## src/rtl/eth_tx_pkg.sv

```systemverilog
package eth_tx_pkg;

    typedef enum logic [1:0] {
        ST_IDLE = 2'd0,
        ST_BODY = 2'd1,
        ST_PAD  = 2'd2,
        ST_FCS  = 2'd3
    } txst_e;

    localparam int OCTET_W = 8;

endpackage

```

## src/rtl/eth_tx_crc.sv

```systemverilog
module eth_tx_crc #(
    parameter int          CRC_W  = 32,
    parameter int          DATA_W = 8,
    parameter logic [31:0] POLY_R = 32'hEDB88320
) (
    input  logic              clk,
    input  logic              rst_n,
    input  logic              start,
    input  logic              step,
    input  logic [DATA_W-1:0] din,
    output logic [CRC_W-1:0]  crc_q
);

    logic [CRC_W-1:0] seed;
    logic [CRC_W-1:0] crc_nxt;

    // Reflected shift: one input bit per iteration, lsb of the byte first.
    function automatic logic [CRC_W-1:0] fold(input logic [CRC_W-1:0] c,
                                              input logic [DATA_W-1:0] d);
        logic [CRC_W-1:0] r;
        r = c;
        for (int b = 0; b < DATA_W; b++) begin
            if (r[0] ^ d[b]) r = (r >> 1) ^ POLY_R[CRC_W-1:0];
            else             r = r >> 1;
        end
        return r;
    endfunction

    always_comb begin
        seed    = start ? {CRC_W{1'b1}} : crc_q;
        crc_nxt = fold(seed, din);
    end

    always_ff @(posedge clk) begin
        if (!rst_n)    crc_q <= {CRC_W{1'b1}};
        else if (step) crc_q <= crc_nxt;
    end

endmodule

```

## src/rtl/eth_tx_len.sv

```systemverilog
module eth_tx_len #(
    parameter int MIN_LEN = 60,
    localparam int CW     = $clog2(MIN_LEN + 1)
) (
    input  logic clk,
    input  logic rst_n,
    input  logic start,
    input  logic step,
    output logic below_next
);

    logic [CW-1:0] cnt_q;
    logic [CW-1:0] cnt_after;

    // Count of bytes emitted once the present step completes; saturates.
    always_comb begin
        if (start)                          cnt_after = CW'(1);
        else if (cnt_q == CW'(MIN_LEN))     cnt_after = cnt_q;
        else                                cnt_after = cnt_q + CW'(1);
        below_next = (cnt_after < CW'(MIN_LEN));
    end

    always_ff @(posedge clk) begin
        if (!rst_n)    cnt_q <= '0;
        else if (step) cnt_q <= cnt_after;
    end

endmodule

```

## src/rtl/eth_tx_padfcs.sv

```systemverilog
module eth_tx_padfcs #(
    parameter int DATA_W  = 8,
    parameter int CRC_W   = 32,
    parameter int MIN_LEN = 60
) (
    input  logic              clk,
    input  logic              rst_n,
    input  logic              in_valid,
    output logic              in_ready,
    input  logic [DATA_W-1:0] in_data,
    input  logic              in_sof,
    input  logic              in_eof,
    output logic              out_valid,
    input  logic              out_ready,
    output logic [DATA_W-1:0] out_data,
    output logic              out_sof,
    output logic              out_eof
);
    import eth_tx_pkg::*;

    localparam int FCS_BYTES = CRC_W / DATA_W;
    localparam int IW        = (FCS_BYTES > 1) ? $clog2(FCS_BYTES) : 1;

    txst_e             state_q, state_nxt;
    logic [IW-1:0]     idx_q;
    logic              load;
    logic              emit, emit_sof, emit_eof;
    logic [DATA_W-1:0] emit_data;
    logic              crc_start, crc_step;
    logic              below_next;
    logic [CRC_W-1:0]  crc_q;
    logic [CRC_W-1:0]  fcs_word;
    logic [DATA_W-1:0] fcs_byte;

    logic              ov_q, osof_q, oeof_q;
    logic [DATA_W-1:0] od_q;

    eth_tx_crc #(.CRC_W(CRC_W), .DATA_W(DATA_W)) i_crc (
        .clk   (clk),
        .rst_n (rst_n),
        .start (crc_start),
        .step  (crc_step),
        .din   (emit_data),
        .crc_q (crc_q)
    );

    eth_tx_len #(.MIN_LEN(MIN_LEN)) i_len (
        .clk        (clk),
        .rst_n      (rst_n),
        .start      (crc_start),
        .step       (crc_step),
        .below_next (below_next)
    );

    assign load     = !ov_q || out_ready;
    assign fcs_word = ~crc_q;
    assign fcs_byte = fcs_word[idx_q*DATA_W +: DATA_W];

    // State register
    always_ff @(posedge clk) begin
        if (!rst_n) state_q <= ST_IDLE;
        else        state_q <= state_nxt;
    end

    // Outputs and next state
    always_comb begin
        state_nxt = state_q;
        in_ready  = 1'b0;
        emit      = 1'b0;
        emit_sof  = 1'b0;
        emit_eof  = 1'b0;
        emit_data = '0;
        crc_start = 1'b0;
        crc_step  = 1'b0;
        unique case (state_q)
            ST_IDLE: begin
                in_ready  = load;
                emit_data = in_data;
                if (in_valid && load && in_sof) begin
                    emit      = 1'b1;
                    emit_sof  = 1'b1;
                    crc_start = 1'b1;
                    crc_step  = 1'b1;
                    if (in_eof) state_nxt = below_next ? ST_PAD : ST_FCS;
                    else        state_nxt = ST_BODY;
                end
            end
            ST_BODY: begin
                in_ready  = load;
                emit_data = in_data;
                if (in_valid && load) begin
                    emit     = 1'b1;
                    crc_step = 1'b1;
                    if (in_eof) state_nxt = below_next ? ST_PAD : ST_FCS;
                end
            end
            ST_PAD: begin
                emit_data = '0;
                if (load) begin
                    emit     = 1'b1;
                    crc_step = 1'b1;
                    if (!below_next) state_nxt = ST_FCS;
                end
            end
            ST_FCS: begin
                emit_data = fcs_byte;
                if (load) begin
                    emit = 1'b1;
                    if (idx_q == IW'(FCS_BYTES - 1)) begin
                        emit_eof  = 1'b1;
                        state_nxt = ST_IDLE;
                    end
                end
            end
            default: state_nxt = ST_IDLE;
        endcase
    end

    always_ff @(posedge clk) begin
        if (!rst_n)                      idx_q <= '0;
        else if (state_q != ST_FCS)      idx_q <= '0;
        else if (load)                   idx_q <= idx_q + IW'(1);
    end

    // Output register stage
    always_ff @(posedge clk) begin
        if (!rst_n) begin
            ov_q   <= 1'b0;
            od_q   <= '0;
            osof_q <= 1'b0;
            oeof_q <= 1'b0;
        end else if (load) begin
            ov_q <= emit;
            if (emit) begin
                od_q   <= emit_data;
                osof_q <= emit_sof;
                oeof_q <= emit_eof;
            end
        end
    end

    assign out_valid = ov_q;
    assign out_data  = od_q;
    assign out_sof   = osof_q;
    assign out_eof   = oeof_q;

endmodule

```

## config.mk

```make
export PLATFORM = sky130hd
export DESIGN_NAME = eth_tx_padfcs
export DESIGN_NICKNAME = d
export VERILOG_FILES = /design/src/rtl/eth_tx_pkg.sv /design/src/rtl/eth_tx_crc.sv /design/src/rtl/eth_tx_len.sv /design/src/rtl/eth_tx_padfcs.sv
export SDC_FILE = /design/constraint.sdc
export NUM_CORES = 1
export LEC_CHECK = 0
export ABC_AREA = 1
export BUFFER_PORTS_ARGS = -buffer_cell sky130_fd_sc_hd__buf_2
export CAP_MARGIN = 20
export CORE_UTILIZATION = 55
export CTS_CLUSTER_SIZE = 10
export DETAILED_ROUTE_END_ITERATION = 16
export PLACE_DENSITY = 0.84
export SLEW_MARGIN = 15
export SYNTH_ARGS = -nofsm -noshare
export SYNTH_HDL_FRONTEND = slang
export SYNTH_SLANG_ARGS = --single-unit
```

## constraint.sdc

```tcl
create_clock -name clk -period 4 [get_ports clk]
set_input_delay 0.6 -clock clk [delete_from_list [all_inputs] [get_ports clk]]
set_output_delay 0.6 -clock clk [all_outputs]
set_load 0.01 [all_outputs]
```

==> results of run 1 <==
worst min-delay path by stage:
| stage | cells after the start | slack (ns) | from | end |
|---|---|---|---|---|
| 2_1_floorplan | 2 | 0.44 | i_crc.crc_q[18]$_SDFFE_PN1P_ | i_crc.crc_q[18]$_SDFFE_PN1P_ |
| 3_3_place_gp | 2 | 0.45 | i_crc.crc_q[24]$_SDFFE_PN1P_ | i_crc.crc_q[24]$_SDFFE_PN1P_ |
| 3_5_place_dp | 2 | 0.45 | out_eof$_SDFFE_PN0P_ | out_eof$_SDFFE_PN0P_ |
| 4_1_cts | 2 | 0.47 | out_eof$_SDFFE_PN0P_ | out_eof$_SDFFE_PN0P_ |
| 5_1_grt | 2 | 0.48 | out_eof$_SDFFE_PN0P_ | out_eof$_SDFFE_PN0P_ |
| 6_report | 2 | 0.47 | out_eof$_SDFFE_PN0P_ | out_eof$_SDFFE_PN0P_ |
cell usage in the layout, fill, tap and decap left out, drive strengths merged:
| cell | count |
|---|---|
| clkbuf | 5 |
| and2 | 2 |
| bufinv | 1 |
| a221o | 1 |
| o21ai | 46 |
| o211ai | 12 |
| nor2 | 21 |
| nand3b | 3 |
| or2 | 2 |
| dfxtp | 53 |
| xor2 | 20 |
| nand2 | 217 |
| inv | 74 |
| xnor2 | 5 |
| a22oi | 1 |
| o31ai | 1 |
| a31oi | 9 |
| nand3 | 55 |
| buf | 27 |
| o22ai | 1 |
| clkinv | 1 |
| ha | 9 |
| a21oi | 43 |
| nand4 | 6 |
| a211oi | 1 |
layout make-up:
type / count / area [um^2] / area share
timing repair buffer: 27 / 140 / 0.0339
tap: 96 / 120 / 0.0290
sequential: 53 / 1060 / 0.256
multi-input combinational: 455 / 2430 / 0.587
clock inverter: 2 / 35.0 / 0.00847
inverter: 74 / 285 / 0.0689
clock buffer: 5 / 68.8 / 0.0166
where the power goes:
group / internal, mW / switching, mW / total, mW
logic: 0.697 / 1.42 / 2.12
clock network: 0.182 / 0.181 / 0.364
registers: 0.706 / 0.108 / 0.813
total: 1.58 / 1.71 / 3.30
critical path, stage by stage (launching register included):
cell,delay (ns)
dfxtp_1,0.42
inv_1,0.11
ha_1,0.25
nand4_2,0.29
buf_4,0.39
nand2_1,0.16
inv_1,0.10
nand3_1,0.08
nand2_2,0.18
nand2_1,0.09
nand2_2,0.17
xor2_1,0.27
nand3b_1,0.16
nand3_1,0.07
nand2_1,0.07
kinds of logic after synthesis:
kind of cell | after synthesis | synth area share
AND/OR/NAND/NOR | 306 | 0.363
buffers and inverters | 97 | 0.108
AO/OA/AOI/OAI | 115 | 0.167
adder cells (fa/ha/maj) | 9 | 0.0288
flip-flops | 53 | 0.271
XOR/XNOR | 25 | 0.0618
registers in the layout, indices dropped and copies added, names as in the netlist:
name         cells
idx_q            2
out_valid        1
out_sof          1
i_crc.crc_q     32
out_data         8
i_len.cnt_q      6
state_q          2
out_eof          1
metal layers:
metal | track usage | up-vias | part of all wire
li1 | - | 1974 | -
met1 | 0.370 | 1790 | 0.45
met2 | 0.444 | 151 | 0.46
met3 | 0.0362 | 15 | 0.073
met4 | 0.0833 | 0 | 0.018
met5 | 0 | - | 0
==> summary.md, run 1 <==
| Metric | Value |
|---|---|
| Via density per instance | 5.52 |
| Worst-path maximum fanout | 31 |
| Layout cells sized above 1 | 0.146 |
| Synth unique cells | 38 |
| Synth cell count leaders | nand2_1 (190), inv_1 (65), dfxtp_1 (53), nand3_1 (47), a21oi_1 (43) |
| Number of DRC markers in iteration 0 | about 310 |
| Post-place setup slack | about 1.2 ns |
| Unrepaired setup endpoints after global routing | no |
| Largest area contributor in the netlist | dfxtp_1 |
| Crit share post-route | 0.718 |
| Die W | 86.3 um |
| Synth Net Count | between 600 and 700 |
| Dpl cell area | ~4000 um^2 |
| WL per Instance | around 14 um |
| Area grow syn2layout | 5.82% |
| Routability Congestion | 0.921 |
| Post-route ant nets | 0 |
| Fillers | about 640 |
| Gr usage total | 0.271 |
| Routed WL | about 10000 um |
| Hold WC Path Type | flip-flop to flip-flop |
| Final Hold Fails | 0 |
| Worst hold margin | 0.469 ns |
| I/O pin cnt | 26 |
| Pin count of the biggest net entering global routing | 39 |
| Total of max-cap violations | 0 |
| Setup Skew | 0.0124 ns |
| Power per cell area | ~800 nW/um^2 |
| Final WS setup | about 1.1 ns |
| Number of global-route vias before repair | 3460 |
| Final Max Slew Viols | 0 |
| Crit Reg-Reg Startpoint | state_q[0]$_SDFFE_PN0P_ |
| Synth Instances | 605 |
| Worst-Margin Slew | a little over 0.9 ns |
| Status | complete, no violations |
| Drt drc | 0 |
| Non-Filler Instances | about 700 |
| Seq/Total Area, Yosys | 0.271 |
| Floorplan row count | 30 |
| Yosys warns | 0 |
| Root buf cell | clkbuf_8 |
| Largest cells by area after synthesis | dfxtp_1 (27%), nand2_1 (18%), inv_1 (6.2%) |
| Starting Density | 0.572 |
| R2R depth | 14 |
| Syn_area_per_cell | approximately 6.5 um^2 |
| Final HPWL DP | ~7000 um |
| CP startpoint kind | flip-flop |
| NumNets Final | ~640 |
| CP Data Required Time | roughly 4.3 ns |
| Worst setup endpoint | i_crc.crc_q[24]$_SDFFE_PN1P_ |
| Leakage power | about 2.1 nW |
| Die extent in y | ~86 um |
| Fin Setup TNS | 0 ns |
| Final Instance Area | 4140 um^2 |
| Async set-reset flop share out of synthesis | 0 |
| GRT overflow | 0 |
| Final setup vio count | 0 |
| Number of synthesized flops with an enable pin | 0 |
| Initial antenna violation count | 0 |
| Fin crit period | 2.87 ns |
| Overall power | between 3 and 4 mW |
| Setup repair bufs after CTS | 0 |
| Placed cells | approximately 710 |
| Critical Setup Path Class | flip-flop to flip-flop |
| Die area | between 7000 and 8000 um^2 |
| Synth Register Bits | between 50 and 60 |
| Pre-antenna DRT Iters | 6 |
| Final core utilization | 0.606 |
| CTS Buffer Depth | 2 |
| First-pass GRT wire length | around 16000 um |
| Worst-Skew Late Latency | a little over 0.3 ns |
| Worst EP arrival | approximately 3.1 ns |
| IO Port Bufs | 25 |
| # H-tree levels | 2 |
| Max VDD drop | around 230 uV |
| Top FF cell, synth | dfxtp_1 |
| Post-CTS Resized | 0 |
| Fmax | roughly 350 MHz |
| CTS tree | built |
| Reg2reg end | i_crc.crc_q[24]$_SDFFE_PN1P_ |
| Crit path capture type | flip-flop |
| Core area | about 7000 um^2 |
| Reg2reg setup slack | 1.13 ns |
| Cell area after synthesis | 3910 um^2 |
| Most common cell in the synthesized netlist | nand2_1 |
| Number of CTS-inserted buffers | 5 |
| Hold-fix buffers, CTS | 0 |
| Sinks on Clock Net | 53 |
| Worst Setup SP | state_q[0]$_SDFFE_PN0P_ |
| Ant. Diodes | 0 |
| Yosys top cell area share | 0.271 |
| Slew HR | 0.393 |
| CTS clk-pin slew, worst paths | 0.10 ns |
| Total number of vias | ~4000 |
No activity file was read; power rests on OpenSTA's default activity.
==> run 2, diff against run 1 <==
==> constraint.sdc (replaced) <==
create_clock -name clk -period 3 [get_ports clk]
set_input_delay 0.45 -clock clk [delete_from_list [all_inputs] [get_ports clk]]
set_output_delay 0.45 -clock clk [all_outputs]
set_load 0.01 [all_outputs]
==> summary.md, run 2 (same netlist as run 1, synthesis figures left out) <==
| Metric | Value |
|---|---|
| Status | complete, no violations |
| Non-Filler Instances | 718 (+0.84%) |
| Initial antenna violation count | 0 (unchanged) |
| Via density per instance | 5.63 (+1.9%) |
| Logic pwr share | 0.641 (-0.002) |
| Hold WC Path Type | input pin to flip-flop |
| Power per cell area | 1060 nW/um^2 (+34%) |
| Area grow syn2layout | 7.20% |
| Crit Reg-Reg Startpoint | state_q[0]$_SDFFE_PN0P_ |
| IO Port Bufs | 25 (unchanged) |
| Max VDD drop | 357 uV (+55%) |
| Fmax | 387 MHz (+11%) |
| Leakage power | 2.16 nW (+1.3%) |
| Number of CTS-inserted buffers | 5 (unchanged) |
| Worst EP arrival | 2.83 ns (-0.30 ns) |
| Largest reg by FF count | i_crc.crc_q |
| Worst-Margin Slew | 0.938 ns (+0.0288 ns) |
| Switching share of power | 0.516 (-0.00282) |
| Die area | 7450 um^2 (unchanged) |
| Final core utilization | 0.614 (+0.00787) |
| R2R depth | 10 (-4) |
| CP startpoint kind | flip-flop |
| Drt drc | 0 (unchanged) |
| Commonest non-fill, non-tap cell in the layout | nand2_1 |
| Floorplan row count | 30 (unchanged) |
| Core area | 6830 um^2 (unchanged) |
| Fillers | 623 (-2.5%) |
| Post-CTS Resized | 0 (unchanged) |
| Final setup vio count | 0 (unchanged) |
| Gr usage total | 0.286 (+0.0153) |
| Worst-path maximum fanout | 21 (-32%) |
| CP Data Required Time | 3.24 ns (-1.01 ns) |
| Crit share post-route | 0.862 (+0.144) |
| Pre-antenna DRT Iters | 5 (-1) |
| Reg2reg setup slack | 0.41 ns (-0.71 ns) |
| Crit path capture type | flip-flop |
| Layout cells sized above 1 | 0.154 (+0.00824) |
| Root buf cell | clkbuf_8 |
| First-pass GRT wire length | 16800 um (+4.4%) |
| I/O pin cnt | 26 (unchanged) |
| Setup Skew | 0.0122 ns (-0.000257 ns) |
| Reg2reg end | state_q[1]$_SDFFE_PN0P_ |
| Final Instance Area | 4190 um^2 (+1.3%) |
| Overall power | 4.46 mW (+35%) |
| CTS tree | built |
| Final Max Slew Viols | 0 (unchanged) |
| # H-tree levels | 2 (unchanged) |
| Most frequent cells in the layout | nand2_1 (190), inv_1 (65), dfxtp_1 (53) |
| Max reg flops | 32 (unchanged) |
| WL per Instance | 14.2 um (+2.0%) |
| Dpl cell area | 4070 um^2 (+0.93%) |
| Net Sw Power | 2.30 mW (+35%) |
| Unrepaired setup endpoints after global routing | no |
| Pin count of the biggest net entering global routing | 39 (unchanged) |
| Fin crit period | 2.59 ns (-0.287 ns) |
| NumNets Final | 644 (+0.78%) |
| Post-route ant nets | 0 (unchanged) |
| CTS Buffer Depth | 2 (unchanged) |
| Routed WL | 10200 um (+2.8%) |
| Starting Density | 0.572 (unchanged) |
| Clock power frac | 0.117 (+0.007) |
| Placed cells | 710 (+0.71%) |
| Die extent in y | 86.3 um (unchanged) |
| Sinks on Clock Net | 53 (unchanged) |
| Routability Congestion | 0.898 (-2.4%) |
| Slew HR | 0.374 (-0.0191) |
| Final Hold Fails | 0 (unchanged) |
| Setup repair bufs after CTS | 0 (unchanged) |
| GRT overflow | 0 (unchanged) |
| Critical Setup Path Class | flip-flop to flip-flop |
| Worst-Skew Late Latency | 0.32 ns (about the same) |
| Fin Setup TNS | 0 ns (unchanged) |
| Number of DRC markers in iteration 0 | 451 (+48%) |
| Int Pwr | 2.16 mW (+36%) |
| CTS clk-pin slew, worst paths | 0.10 ns (about the same) |
| Final HPWL DP | 7390 um (+5.0%) |
| Ant. Diodes | 0 (unchanged) |
| Worst Setup SP | state_q[0]$_SDFFE_PN0P_ |
| Worst setup endpoint | state_q[1]$_SDFFE_PN0P_ |
| Die W | 86.3 um (unchanged) |
| Total of max-cap violations | 0 (unchanged) |
| Sequential power share | 0.242 (-0.005) |
| Total number of vias | 4040 (+2.8%) |
| Hold-fix buffers, CTS | 0 (unchanged) |
| Number of global-route vias before repair | 3702 (+7.0%) |
==> run 2: routing by layer <==
metal  track usage  part of all wire  up-vias  wire length, um
li1              -                 -     1978                -
met1         0.366              0.43     1832             4340
met2         0.468              0.46      191             4650
met3        0.0495             0.079       39              799
met4         0.135             0.037        0              381
met5             0                 0        -                0
==> run 2: area by class of cell <==
| type | instances | area [um^2] | share of cell area |
|---|---|---|---|
| clock inverters | 2 | 37.5 | 0.00896 |
| clock buffers | 6 | 82.6 | 0.0197 |
| flip-flops and latches | 53 | 1060 | 0.253 |
| repair buffers | 32 | 178 | 0.0424 |
| multi-input cells | 455 | 2430 | 0.579 |
| well taps | 96 | 120 | 0.0287 |
| inverters | 74 | 285 | 0.0681 |
==> run 2: through the flow <==
| stage | worst slack [ns] | hold slack (ns) |
|---|---|---|
| floorplan | 0.953 | 0.441 |
| global placement | 0.637 | 0.452 |
| detailed placement | 0.487 | 0.458 |
| CTS | 0.452 | 0.439 |
| global route | 0.181 | 0.442 |
| finish | 0.415 | 0.433 |
==> run 2: worst max-delay path, cell delays in order, from the launching register on <==
cell	delay [ns]
dfxtp_1	0.43
inv_1	0.11
ha_1	0.25
nand4_2	0.15
buf_4	0.28
inv_1	0.12
o21ai_0	0.28
nand4_1	0.24
a21oi_1	0.32
o21ai_0	0.13
a21oi_1	0.19
==> run 2: power by group through the flow <==
stage                     Combinational [mW]  Clock [mW]  Sequential (mW)
after floorplan                         2.20           0             1.08
after global placement                  2.73           0             1.08
after detailed placement                2.79           0             1.09
after CTS                               2.81       0.529             1.07
after global routing                    3.20       0.560             1.10
final                                   2.86       0.524             1.08
==> run 2: worst min-delay path by stage <==
stage	start	to	slack, ns	cells after the start
finish	in_data[7]	out_data[7]$_SDFFE_PN0P_	0.43	3
CTS	in_data[7]	out_data[7]$_SDFFE_PN0P_	0.44	3
global placement	i_crc.crc_q[23]$_SDFFE_PN1P_	i_crc.crc_q[23]$_SDFFE_PN1P_	0.45	2
floorplan	i_crc.crc_q[18]$_SDFFE_PN1P_	i_crc.crc_q[18]$_SDFFE_PN1P_	0.44	2
global route	in_data[7]	out_data[7]$_SDFFE_PN0P_	0.44	3
detailed placement	out_eof$_SDFFE_PN0P_	out_eof$_SDFFE_PN0P_	0.46	2
